### src/rtl/iqt_pkg.sv
package iqt_pkg;
  typedef enum logic [1:0] {
    MV_NONE    = 2'b00,
    MV_LATCH   = 2'b01,
    MV_ADV_BUS = 2'b10,
    MV_ADV_BUF = 2'b11
  } move_code_t;

  typedef enum logic [1:0] {
    EX_CONT = 2'b00,
    EX_INT  = 2'b01,
    EX_EVEN = 2'b10,
    EX_ODD  = 2'b11
  } exec_code_t;
endpackage

### src/rtl/iqt_shadow_queue.sv
module iqt_shadow_queue
  import iqt_pkg::*;
#(
  parameter int WORD_W = 16
) (
  input  logic              clk,
  input  logic              rst_n,
  input  logic              resync,
  input  logic              mv_stb,
  input  move_code_t        mv_code,
  input  logic [WORD_W-1:0] bus_word,
  output logic [WORD_W-1:0] head_word,
  output logic              head_valid,
  output logic              latch_take,
  output logic              latch_drop,
  output logic              adv_underrun
);
  logic [WORD_W-1:0] s1_word, buf_word;
  logic              s1_valid, buf_valid;
  logic              adv_bus, adv_buf;

  // Movement decode
  assign latch_take   = mv_stb && (mv_code == MV_LATCH) && !buf_valid;
  assign latch_drop   = mv_stb && (mv_code == MV_LATCH) && buf_valid;
  assign adv_bus      = mv_stb && (mv_code == MV_ADV_BUS);
  assign adv_buf      = mv_stb && (mv_code == MV_ADV_BUF);
  assign adv_underrun = adv_buf && !buf_valid;

  always_ff @(posedge clk or negedge rst_n) begin
    if (!rst_n) begin
      head_word  <= '0;
      s1_word    <= '0;
      buf_word   <= '0;
      head_valid <= 1'b0;
      s1_valid   <= 1'b0;
      buf_valid  <= 1'b0;
    end else if (resync) begin
      head_valid <= 1'b0;
      s1_valid   <= 1'b0;
      buf_valid  <= 1'b0;
    end else begin
      if (latch_take) begin
        buf_word  <= bus_word;
        buf_valid <= 1'b1;
      end
      if (adv_bus || adv_buf) begin
        head_word  <= s1_word;
        head_valid <= s1_valid;
      end
      if (adv_bus) begin
        s1_word  <= bus_word;
        s1_valid <= 1'b1;
      end
      if (adv_buf) begin
        s1_word   <= buf_word;
        s1_valid  <= buf_valid;
        buf_valid <= 1'b0;
      end
    end
  end
endmodule

### src/rtl/iqt_exec_decode.sv
module iqt_exec_decode
  import iqt_pkg::*;
#(
  parameter int               OPC_W   = 8,
  parameter logic [OPC_W-1:0] PREBYTE = 8'h18,
  localparam int              WORD_W  = 2 * OPC_W
) (
  input  logic              clk,
  input  logic              rst_n,
  input  logic              resync,
  input  logic              ex_stb,
  input  exec_code_t        ex_code,
  input  logic [WORD_W-1:0] head_word,
  input  logic              head_valid,
  output logic              start_blind,
  output logic              prefix_pending,
  output logic              ev_start,
  output logic              ev_odd,
  output logic [OPC_W-1:0]  ev_opcode,
  output logic              ev_prebyte,
  output logic              ev_page2,
  output logic              ev_int,
  output logic              ev_proto_err
);
  // High byte is the even half, low byte the odd half
  function automatic logic [OPC_W-1:0] pick_byte(input logic [WORD_W-1:0] w,
                                                 input logic odd);
    return odd ? w[OPC_W-1:0] : w[WORD_W-1:OPC_W];
  endfunction

  logic             is_start, is_int;
  logic [OPC_W-1:0] sel_byte;

  assign is_start    = ex_stb && (ex_code == EX_EVEN || ex_code == EX_ODD);
  assign is_int      = ex_stb && (ex_code == EX_INT);
  assign start_blind = is_start && !head_valid;
  assign sel_byte    = pick_byte(head_word, ex_code == EX_ODD);

  always_ff @(posedge clk or negedge rst_n) begin
    if (!rst_n) begin
      ev_start       <= 1'b0;
      ev_odd         <= 1'b0;
      ev_opcode      <= '0;
      ev_prebyte     <= 1'b0;
      ev_page2       <= 1'b0;
      ev_int         <= 1'b0;
      ev_proto_err   <= 1'b0;
      prefix_pending <= 1'b0;
    end else if (resync) begin
      ev_start       <= 1'b0;
      ev_prebyte     <= 1'b0;
      ev_page2       <= 1'b0;
      ev_int         <= 1'b0;
      ev_proto_err   <= 1'b0;
      prefix_pending <= 1'b0;
    end else begin
      ev_start     <= 1'b0;
      ev_prebyte   <= 1'b0;
      ev_page2     <= 1'b0;
      ev_int       <= 1'b0;
      ev_proto_err <= 1'b0;
      if (is_int) begin
        ev_int         <= 1'b1;
        ev_proto_err   <= prefix_pending;
        prefix_pending <= 1'b0;
      end else if (is_start && head_valid) begin
        ev_start  <= 1'b1;
        ev_odd    <= (ex_code == EX_ODD);
        ev_opcode <= sel_byte;
        if (prefix_pending) begin
          ev_page2       <= 1'b1;
          prefix_pending <= 1'b0;
        end else if (sel_byte == PREBYTE) begin
          ev_prebyte     <= 1'b1;
          prefix_pending <= 1'b1;
        end
      end
    end
  end
endmodule

### src/rtl/iqt_lost_flag.sv
module iqt_lost_flag (
  input  logic clk,
  input  logic rst_n,
  input  logic clear,
  input  logic set_a,
  input  logic set_b,
  output logic lost
);
  always_ff @(posedge clk or negedge rst_n) begin
    if (!rst_n)                lost <= 1'b0;
    else if (clear)            lost <= 1'b0;
    else if (set_a || set_b)   lost <= 1'b1;
  end
endmodule

### src/rtl/iqt_trace_decoder.sv
module iqt_trace_decoder
  import iqt_pkg::*;
#(
  parameter int               OPC_W   = 8,
  parameter logic [OPC_W-1:0] PREBYTE = 8'h18,
  localparam int              WORD_W  = 2 * OPC_W
) (
  input  logic              clk,
  input  logic              rst_n,
  input  logic              resync,
  input  logic              rise_stb,
  input  logic              fall_stb,
  input  logic [1:0]        pipe_code,
  input  logic [WORD_W-1:0] bus_word,
  output logic              ev_start,
  output logic              ev_odd,
  output logic [OPC_W-1:0]  ev_opcode,
  output logic              ev_prebyte,
  output logic              ev_page2,
  output logic              ev_int,
  output logic              ev_proto_err,
  output logic              sync_lost
);
  // Named internal events, brought out for the checker
  logic [WORD_W-1:0] head_word;
  logic              head_valid;
  logic              latch_take, latch_drop, adv_underrun;
  logic              start_blind, prefix_pending;
  move_code_t        mv_code;
  exec_code_t        ex_code;

  assign mv_code = move_code_t'(pipe_code);
  assign ex_code = exec_code_t'(pipe_code);

  iqt_shadow_queue #(.WORD_W(WORD_W)) u_queue (
    .clk          (clk),
    .rst_n        (rst_n),
    .resync       (resync),
    .mv_stb       (rise_stb),
    .mv_code      (mv_code),
    .bus_word     (bus_word),
    .head_word    (head_word),
    .head_valid   (head_valid),
    .latch_take   (latch_take),
    .latch_drop   (latch_drop),
    .adv_underrun (adv_underrun)
  );

  iqt_exec_decode #(.OPC_W(OPC_W), .PREBYTE(PREBYTE)) u_exec (
    .clk            (clk),
    .rst_n          (rst_n),
    .resync         (resync),
    .ex_stb         (fall_stb),
    .ex_code        (ex_code),
    .head_word      (head_word),
    .head_valid     (head_valid),
    .start_blind    (start_blind),
    .prefix_pending (prefix_pending),
    .ev_start       (ev_start),
    .ev_odd         (ev_odd),
    .ev_opcode      (ev_opcode),
    .ev_prebyte     (ev_prebyte),
    .ev_page2       (ev_page2),
    .ev_int         (ev_int),
    .ev_proto_err   (ev_proto_err)
  );

  iqt_lost_flag u_lost (
    .clk   (clk),
    .rst_n (rst_n),
    .clear (resync),
    .set_a (adv_underrun),
    .set_b (start_blind),
    .lost  (sync_lost)
  );
endmodule

### config.mk
export PLATFORM = sky130hd
export DESIGN_NAME = iqt_trace_decoder
export DESIGN_NICKNAME = d
export VERILOG_FILES = /design/src/rtl/iqt_pkg.sv /design/src/rtl/iqt_shadow_queue.sv /design/src/rtl/iqt_exec_decode.sv /design/src/rtl/iqt_lost_flag.sv /design/src/rtl/iqt_trace_decoder.sv
export SDC_FILE = /design/constraint.sdc
export NUM_CORES = 1
export LEC_CHECK = 0
export ABC_AREA = 1
export BUFFER_PORTS_ARGS = -buffer_cell sky130_fd_sc_hd__buf_2
export CORE_ASPECT_RATIO = 0.7
export CORE_MARGIN = 4
export CORE_UTILIZATION = 42
export CTS_CLUSTER_SIZE = 14
export DETAILED_ROUTE_END_ITERATION = 16
export GPL_TIMING_DRIVEN = 0
export MAX_ROUTING_LAYER = met4
export PLACE_DENSITY = 0.6
export SLEW_MARGIN = 20
export SYNTH_ARGS = -nofsm -noshare
export SYNTH_HDL_FRONTEND = slang
export SYNTH_SLANG_ARGS = --single-unit
### constraint.sdc
create_clock -name clk -period 0.9 [get_ports clk]
set_input_delay 0.09 -clock clk [delete_from_list [all_inputs] [get_ports clk]]
set_output_delay 0.09 -clock clk [all_outputs]
set_load 0.03 [all_outputs]
==> results of run 1 <==
==> state kept, by name, summed over array words and instances (netlist names), 8 cells and up <==
register / cells
u_queue.buf_word: 16
u_queue.s1_word: 16
u_queue.head_word: 16
u_exec.ev_opcode: 8
==> what timing repair did <==
| action | in CTS | in global routing |
|---|---|---|
| hold endpoints to repair | 41 | 1 |
| hold buffers | 13 | 1 |
| gates cloned | 1 | 1 |
| setup endpoints to repair | 42 | 44 |
| pin swaps | 2 | 8 |
| buffers inserted | 9 | 4 |
| gates resized for setup | 40 | 41 |
==> cell type report <==
class                   instances  area, um^2  area share, %
inverters                      42       162.7          4.051
plain buffers                  14       145.1          3.615
repair buffers                 66       570.5          14.21
multi-input cells             193        1182          29.45
clock buffers                  12       145.1          3.615
flip-flops and latches         67        1677          41.76
clock inverters                 3       15.01         0.3739
well taps                      94       117.6          2.929
==> critical path, delay by kind of cell (launching register included) <==
kind | cells | cell delay, ns
and+or+nand+nor | 2 | 0.22
AOI/OAI and AO/OA | 1 | 0.06
DFF | 1 | 0.37
buffers and inverters | 2 | 0.32
==> cells by family (layout without fill, tap and decap cells) <==
kind of cell           Yosys count  after routing
AOI/OAI and AO/OA               78             78
DFF                             67             67
buffers and inverters           56            137
and+or+nand+nor                115            115
==> how the worst max path moves through the flow <==
stage,end,depth (start not counted),slack [ns],startpoint
2_1_floorplan,u_queue.buf_word[11]$_DFFE_PN0P_,5,-0.03,u_queue.buf_valid$_DFFE_PN0P_
3_3_place_gp,u_queue.head_valid$_DFFE_PN0P_,1,-0.59,rst_n
3_5_place_dp,u_queue.s1_valid$_DFFE_PN0P_,7,-0.19,rise_stb
4_1_cts,u_queue.buf_word[5]$_DFFE_PN0P_,5,-0.15,u_queue.buf_valid$_DFFE_PN0P_
5_1_grt,u_exec.prefix_pending$_DFFE_PN0P_,7,-0.22,u_queue.head_word[2]$_DFFE_PN0P_
6_report,u_queue.buf_word[6]$_DFFE_PN0P_,5,-0.18,u_queue.buf_valid$_DFFE_PN0P_
==> routing by layer <==
| layer | GRT usage (%) | wire, um |
|---|---|---|
| met1 | 25.84 | 3434 |
| met2 | 27.62 | 3499 |
| met3 | 6.163 | 413 |
| met4 | 6.305 | 138 |
| met5 | - | 0 |
==> through the flow <==
step,std cells,instance area [um^2]
6_report,491,4015
5_1_grt,491,4015
4_1_cts,485,3817
3_5_place_dp,447,3342
3_3_place_gp,446,3319
2_1_floorplan,316,3022
==> cell usage in the layout (no fill, tap or decap), drive strengths merged <==
| cell type | instances |
|---|---|
| a211oi | 1 |
| a21oi | 2 |
| a31oi | 4 |
| buf | 65 |
| clkbuf | 13 |
| clkinv | 4 |
| dfrtp | 67 |
| dlygate4sd3 | 14 |
| inv | 41 |
| nand2 | 73 |
| nand3 | 10 |
| nand4 | 3 |
| nor2 | 28 |
| nor3 | 1 |
| o21ai | 63 |
| o22ai | 8 |
==> power groups by stage <==
stage,logic (W),clock network (W),registers [W]
2_1_floorplan,0.000845,0,0.00394
3_3_place_gp,0.00136,0,0.00384
3_5_place_dp,0.00142,0,0.00385
4_1_cts,0.00166,0.00218,0.00382
5_1_grt,0.00204,0.00234,0.00393
6_report,0.00184,0.00214,0.00388
==> metrics.yaml, run 1 <==
global_route:
  grt_max_degree: 39
  grtUsageTotal_pct: 19.23
  antenna_found_initial: 0
  grt_overflow_total: 0
  grt_pass1_vias: 2462
  grt_pass1_wl_um: 12140
placement:
  io_buffers: 36
  dp_slack_ns: -0.1916
  finalWeightedCongestion: 0.7552
  hpwlAfterDp_um: 4891
floorplan:
  die_y_um: 78.51
  pin_count: 38
  dieArea_mm2: 0.008536
  initial_core_util_pct: 43.74
  rows: 25
  die_w_um: 108.7
  coreArea_mm2: 0.006819
worst_setup_path:
  path_max_fanout: 6
  r2r_start: "u_queue.buf_valid$_DFFE_PN0P_"
  cp.arrival_ns: 1.31
  cp_cell_sequence: "inv_2, nand4_4, clkbuf_16, nand2_2, o21ai_1"
  r2r_end: "u_queue.buf_word[6]$_DFFE_PN0P_"
  path_class: "flip-flop to flip-flop"
  r2r_cells: 5
  end_kind: "flip-flop"
  slowest_stage: "dfrtp_1"
  r2r_setup_slack_ns: -0.18
  critPathLaunchType: "flip-flop"
  max_stage_delay_ns: 0.37
  worstPathRequired_ns: 1.13
timing:
  slew_headroom_pct: 72.66
  max_freq_ghz: 0.9252
  finalMaxSlewViolations: 0
  report.final.hold_viol_count: 0
  worst_pin_slew_ns: 0.4101
  fin_worst_skew_ns: 0.006951
  setup_viol: 44
  min_period_over_period_pct: 120.1
  tns_ns: -4.778
  finalCriticalPeriod_ns: 1.081
  setup_slack_ns: -0.1809
  holdWs_ns: 0.01525
  rsz0062_at_grt: "true"
power_and_ir_drop:
  power.total_w: 0.007850
  ir_drop_mv: 0.8290
  power.density_mw_per_mm2: 1955
  swShare_pct: 30.99
  internal_power_w: 0.005417
  switchingPower_w: 0.002433
  pwr-share-clk_pct: 27.2
  pwr-share-seq_pct: 49.4
  comb_power_share_pct: 23.4
  p_leak_nw: 1.985
synth:
  syn-cell-area_mm2: 0.002983
  synth_top_area_cell: "dfrtp_1"
  ys_top_cells_by_area: "dfrtp_1, nand2_1, o21ai_2"
  synth_ff_type: "dfrtp_1"
  netlist.area_leader.share_pct: 56.21
  synth-edff-count: 0
  syn_inst: 316
  synth_compound_area_share_pct: 16.53
  synthMuxAreaShare_pct: 0
  synth.distinct_cells: 26
  synth-xor-area-share_pct: 0
  synth_fa_ha_area_share_pct: 0
  yosysWarnings: 0
  synthesis.nets: 339
  syn_avg_cell_area_um2: 9.439
  ys_seq_elements: 67
  ys_async_sr_fraction_pct: 100.0
  ys_top_cells_by_count: "nand2_1, dfrtp_1, inv_1"
  synth_simple_gate_area_share_pct: 17.70
  yosysMostFrequentCell: "nand2_1"
  synth_top_family_by_area: "simple AND/OR/NAND/NOR gates"
  seq_area_frac_synth_pct: 56.21
cts:
  clk_path_buf_depth: 2
  root_buffer: "clkbuf_8"
  clkLatencyLatePin_ns: 0.34
  cts_sinks: 67
  path_clk_slew_ns: 0.07
  cts_tree: "yes"
  cts_buffers: 9
  ctsHtreeMaxLevel: 3
route:
  num_vias: 2430
  wl_per_cell_um: 15.25
  first_pass_iters: 4
  drt-vias-per-instance: 4.949
  drt_wl_total_um: 7487
  drt_iter0_drc: 122
  drc: 0
  ant_nets: 0
outcome:
  violations: "negative setup slack"
  outcome: "finished, violations left"
final_layout:
  diodes: 0
  nFillCells: 643
  utilization_pct: 58.88
  synthToLayoutAreaGrowth_pct: 34.61
  nets: 416
  drive_above_1_share_pct: 39.55
min_path:
  holdPathStages: 3
  hold_class: "input port to flip-flop"
  hold-path-endpoint: "u_queue.buf_word[0]$_DFFE_PN0P_"
  min_from: "bus_word[0]"
job:
  cap_violations: 0
No activity file was read; power rests on OpenSTA's default activity.
==> run 2: changes to the inputs <==
HOLD_SLACK_MARGIN = 0.05   (was default)
TNS_END_PERCENT = 1   (was default)
==> metrics.yaml, run 2 (synthesis results as in run 1) <==
outcome:
  outcome: "finished, violations left"
  violations: "negative setup slack"
worst_setup_path:
  path_max_fanout: 10
  path_class: "flip-flop to flip-flop"
  critPathLaunchType: "flip-flop"
  max_stage_delay_ns: 0.37
  worstPathRequired_ns: 1.13
  cp_cell_sequence: "inv_2, nand4_4, buf_8, nand2_1, o21ai_1"
  end_kind: "flip-flop"
  cp.arrival_ns: 1.25
  slowest_stage: "dfrtp_1"
timing:
  min_period_over_period_pct: 114.1
  slew_headroom_pct: 80.36
  setup_slack_ns: -0.1266
  report.final.hold_viol_count: 0
  setup_viol: 42
  fin_worst_skew_ns: 0.006633
  holdWs_ns: 0.07842
  finalCriticalPeriod_ns: 1.027
  rsz0062_at_grt: "true"
  worst_pin_slew_ns: 0.2946
  finalMaxSlewViolations: 0
  max_freq_ghz: 0.9740
route:
  drt-vias-per-instance: 4.781
  first_pass_iters: 4
  drc: 0
  num_vias: 2309
  wl_per_cell_um: 14.03
  drt_iter0_drc: 89
  ant_nets: 0
  drt_wl_total_um: 6775
cts:
  root_buffer: "clkbuf_8"
  path_clk_slew_ns: 0.07
  cts_buffers: 9
  cts_sinks: 67
  clk_path_buf_depth: 2
  cts_tree: "yes"
  ctsHtreeMaxLevel: 3
  clkLatencyLatePin_ns: 0.34
final_layout:
  diodes: 0
  synthToLayoutAreaGrowth_pct: 30.20
  final_common_cell: "dfrtp_1"
  drive_above_1_share_pct: 31.88
  fin_area_mm2: 0.003884
  reg_top3: "u_queue.buf_word (16), u_queue.head_word (16), u_queue.s1_word (16)"
  layout.cells.non_filler: 483
  layout_common_cells: "dfrtp_1, nand2_1, o21ai_1, inv_1, buf_6"
  utilization_pct: 56.95
  nets: 407
min_path:
  hold_class: "input port to flip-flop"
floorplan:
  coreArea_mm2: 0.006819
  die_y_um: 78.51
  rows: 25
  initial_core_util_pct: 43.74
  dieArea_mm2: 0.008536
  pin_count: 38
  die_w_um: 108.7
global_route:
  antenna_found_initial: 0
  grt_pass1_vias: 2341
  grtUsageTotal_pct: 18.27
  grt_overflow_total: 0
  grt_pass1_wl_um: 11630
  grt_max_degree: 48
power_and_ir_drop:
  ir_drop_mv: 1.047
  p_leak_nw: 1.925
  power.density_mw_per_mm2: 2060
placement:
  dpl-instance-area_mm2: 0.003338
  io_buffers: 36
  post-place-cells: 447
  hpwlAfterDp_um: 4689
  finalWeightedCongestion: 0.7906
  dp_slack_ns: -0.1907
job:
  cap_violations: 0
-- run 2: final cells by class --
| type | count | area, um^2 |
|---|---|---|
| sequential | 67 | 1677 |
| multi-input combinational | 193 | 1081 |
| inverter | 42 | 157.7 |
| clock buffer | 15 | 176.4 |
| timing repair buffer | 57 | 499.2 |
| fill | 634 | 2935 |
| buffer | 14 | 145.1 |
| clock inverter | 1 | 30.03 |
| tap | 94 | 117.6 |
-- run 2: metal layers --
metal	track usage, %	vias up	share of wire [%]
met1	24.69	1102	49
li1	-	1154	-
met2	26.82	41	45
met4	5.801	0	1.6
met3	4.930	12	4.4
met5	-	-	0
-- run 2: final timing paths --
kind / startpoint / end / slack, ns / cells after the start
worst max-delay path: u_queue.buf_valid$_DFFE_PN0P_ / u_queue.buf_word[6]$_DFFE_PN0P_ / -0.13 / 5
worst min-delay path: pipe_code[0] / u_exec.ev_opcode[3]$_DFFE_PN0P_ / 0.08 / 3
worst max register to register: u_queue.buf_valid$_DFFE_PN0P_ / u_queue.buf_word[6]$_DFFE_PN0P_ / -0.13 / 5
worst min register to register: u_queue.buf_word[15]$_DFFE_PN0P_ / u_queue.buf_word[15]$_DFFE_PN0P_ / 0.48 / 2
max in group asynchronous: rst_n / u_queue.buf_valid$_DFFE_PN0P_ / 0.20 / 3
min in group asynchronous: rst_n / u_queue.head_word[9]$_DFFE_PN0P_ / 0.18 / 2
-- run 2: stage by stage --
stage / setup TNS (ns) / power, W
floorplan: -0.4234 / 0.004773
global placement: -47.29 / 0.005194
detailed placement: -8.259 / 0.005252
CTS: -3.667 / 0.008056
global route: -5.956 / 0.008450
finish: -3.257 / 0.007999
-- run 2: where the power goes --
group          internal [W]  switching, W  leakage, nW  total, W
Clock               0.00151       0.00107        0.104   0.00258
Sequential          0.00353      0.000291        0.859   0.00382
Combinational      0.000693      0.000908        0.962   0.00160
-- run 2: worst max-delay path: cells and delay by family (launching register included) --
family	cells	cell delay, ns
buffers and inverters	2	0.28
AO/OA/AOI/OAI	1	0.06
flip-flops	1	0.37
AND/OR/NAND/NOR	2	0.20
-- run 2: what timing repair did --
| item | CTS | global route |
|---|---|---|
| hold buffers | 18 | 0 |
| setup endpoints to repair | 43 | 45 |
| resized for setup | 41 | 10 |
| pin swaps | 4 | 3 |
| buffers inserted | 1 | 1 |
| hold endpoints to repair | 100 | 0 |
==> run 3: changes to the inputs <==
SETUP_SLACK_MARGIN = 0.02   (was default)
==> metrics.yaml, run 3 (synthesis results as in run 1) <==
min_path:
  holdPathStages: 3
  min_from: "pipe_code[0]"
  hold-path-endpoint: "u_exec.ev_opcode[3]$_DFFE_PN0P_"
  hold_class: "input port to flip-flop"
power_and_ir_drop:
  ir_drop_mv: 1.047
  power.density_mw_per_mm2: 2060
  p_leak_nw: 1.924
outcome:
  violations: "negative setup slack"
  outcome: "finished, violations left"
final_layout:
  synthToLayoutAreaGrowth_pct: 30.20
  nFillCells: 634
  layout_common_cells: "dfrtp_1, nand2_1, o21ai_1, inv_1, buf_6"
  final_common_cell: "dfrtp_1"
  drive_above_1_share_pct: 32.13
  reg_top3: "u_queue.buf_word (16), u_queue.head_word (16), u_queue.s1_word (16)"
  fin_area_mm2: 0.003884
  nets: 407
  diodes: 0
global_route:
  grtUsageTotal_pct: 18.27
  grt.met2_usage_pct: 26.82
  busiest_layer: "met2"
  gr-usage-met3_pct: 4.930
  met1_usage_pct: 24.69
  antenna_found_initial: 0
  grt_pass1_vias: 2341
  grt_max_degree: 48
  grt_overflow_total: 0
  grt_pass1_wl_um: 11630
route:
  drt_wl_total_um: 6775
  wl_per_cell_um: 14.03
  drc: 0
  first_pass_iters: 4
  drt-vias-per-instance: 4.781
  ant_nets: 0
  drt_iter0_drc: 89
  num_vias: 2309
cts:
  cts_tree: "yes"
  path_clk_slew_ns: 0.07
  root_buffer: "clkbuf_8"
  cts_buffers: 9
  clk_path_buf_depth: 2
  ctsHtreeMaxLevel: 3
  clkLatencyLatePin_ns: 0.34
  cts_sinks: 67
worst_setup_path:
  r2r_cells: 5
  critPathLaunchType: "flip-flop"
  r2r_end: "u_queue.buf_word[6]$_DFFE_PN0P_"
  r2r_start: "u_queue.buf_valid$_DFFE_PN0P_"
  worstPathRequired_ns: 1.13
  end_kind: "flip-flop"
  path_max_fanout: 10
  path_class: "flip-flop to flip-flop"
  cp.arrival_ns: 1.25
  r2r_setup_slack_ns: -0.13
timing:
  rsz0062_at_grt: "true"
  setup_slack_ns: -0.1266
  holdWs_ns: 0.07842
  min_period_over_period_pct: 114.1
  slew_headroom_pct: 80.36
  fin_worst_skew_ns: 0.006633
  worst_pin_slew_ns: 0.2946
  finalCriticalPeriod_ns: 1.027
  report.final.hold_viol_count: 0
  max_freq_ghz: 0.9740
  setup_viol: 42
  finalMaxSlewViolations: 0
job:
  cap_violations: 0
floorplan:
  initial_core_util_pct: 43.74
  rows: 25
  die_y_um: 78.51
  dieArea_mm2: 0.008536
  die_w_um: 108.7
  coreArea_mm2: 0.006819
  pin_count: 38
placement:
  dpl-instance-area_mm2: 0.003338
  finalWeightedCongestion: 0.7906
  hpwlAfterDp_um: 4689
  io_buffers: 36
## run 3: layer usage
layer | wire length [um] | vias to the layer above
met1 | 3317 | 1102
li1 | - | 1154
met3 | 298 | 12
met4 | 107 | 0
met5 | 0 | -
met2 | 3051 | 41
## run 3: through the flow
step	worst slack [ns]	power, W	cells	util (%)	TNS, ns
after detailed placement	-0.1907	0.005252	447	48.95	-8.259
after global placement	-0.5950	0.005194	446	48.51	-47.29
final	-0.1266	0.008000	483	56.95	-3.257
after global routing	-0.2024	0.008451	483	56.95	-5.956
after floorplan	-0.03237	0.004773	316	-	-0.4234
after CTS	-0.1318	0.008056	482	56.42	-3.667
## run 3: final cells by class
cell class,instances,area [um^2],share of cell area (%)
clock buffers,15,176.4,4.543
inverters,42,157.7,4.059
flip-flops and latches,67,1677,43.17
plain buffers,14,145.1,3.737
well taps,94,117.6,3.028
repair buffers,57,499.2,12.85
clock inverters,1,30.03,0.7732
multi-input cells,193,1081,27.84
## run 3: how the worst max path moves through the flow
stage	endpoint	cells past startpoint	startpoint
finish	u_queue.buf_word[6]$_DFFE_PN0P_	5	u_queue.buf_valid$_DFFE_PN0P_
global route	u_queue.buf_word[1]$_DFFE_PN0P_	5	u_queue.buf_valid$_DFFE_PN0P_
CTS	u_queue.buf_word[6]$_DFFE_PN0P_	5	u_queue.buf_valid$_DFFE_PN0P_
detailed placement	u_queue.s1_word[3]$_DFFE_PN0P_	7	pipe_code[1]
global placement	u_queue.buf_word[5]$_DFFE_PN0P_	1	rst_n
floorplan	u_queue.buf_word[11]$_DFFE_PN0P_	5	u_queue.buf_valid$_DFFE_PN0P_
## run 3: worst max-delay path, stage by stage (launching register included)
cell and delay [ns]:
dfrtp_1 0.37, inv_2 0.08, nand4_4 0.14, buf_8 0.20, nand2_1 0.06, o21ai_1 0.06
## run 3: report_power, final
group	total, W	internal, W	leakage [nW]	switching (W)
clock network	0.00258	0.00151	0.104	0.00107
logic	0.00160	0.000693	0.961	0.000908
registers	0.00382	0.00353	0.859	0.000291
total	0.00800	0.00573	1.92	0.00227
## run 3: timing repair
item                                    in CTS  in global routing
setup buffers                                1                  1
pin swaps                                    4                  3
hold endpoints to repair                   100                  0
resized for setup                           41                 11
hold buffers                                18                  0
endpoints found under the setup margin      43                 46
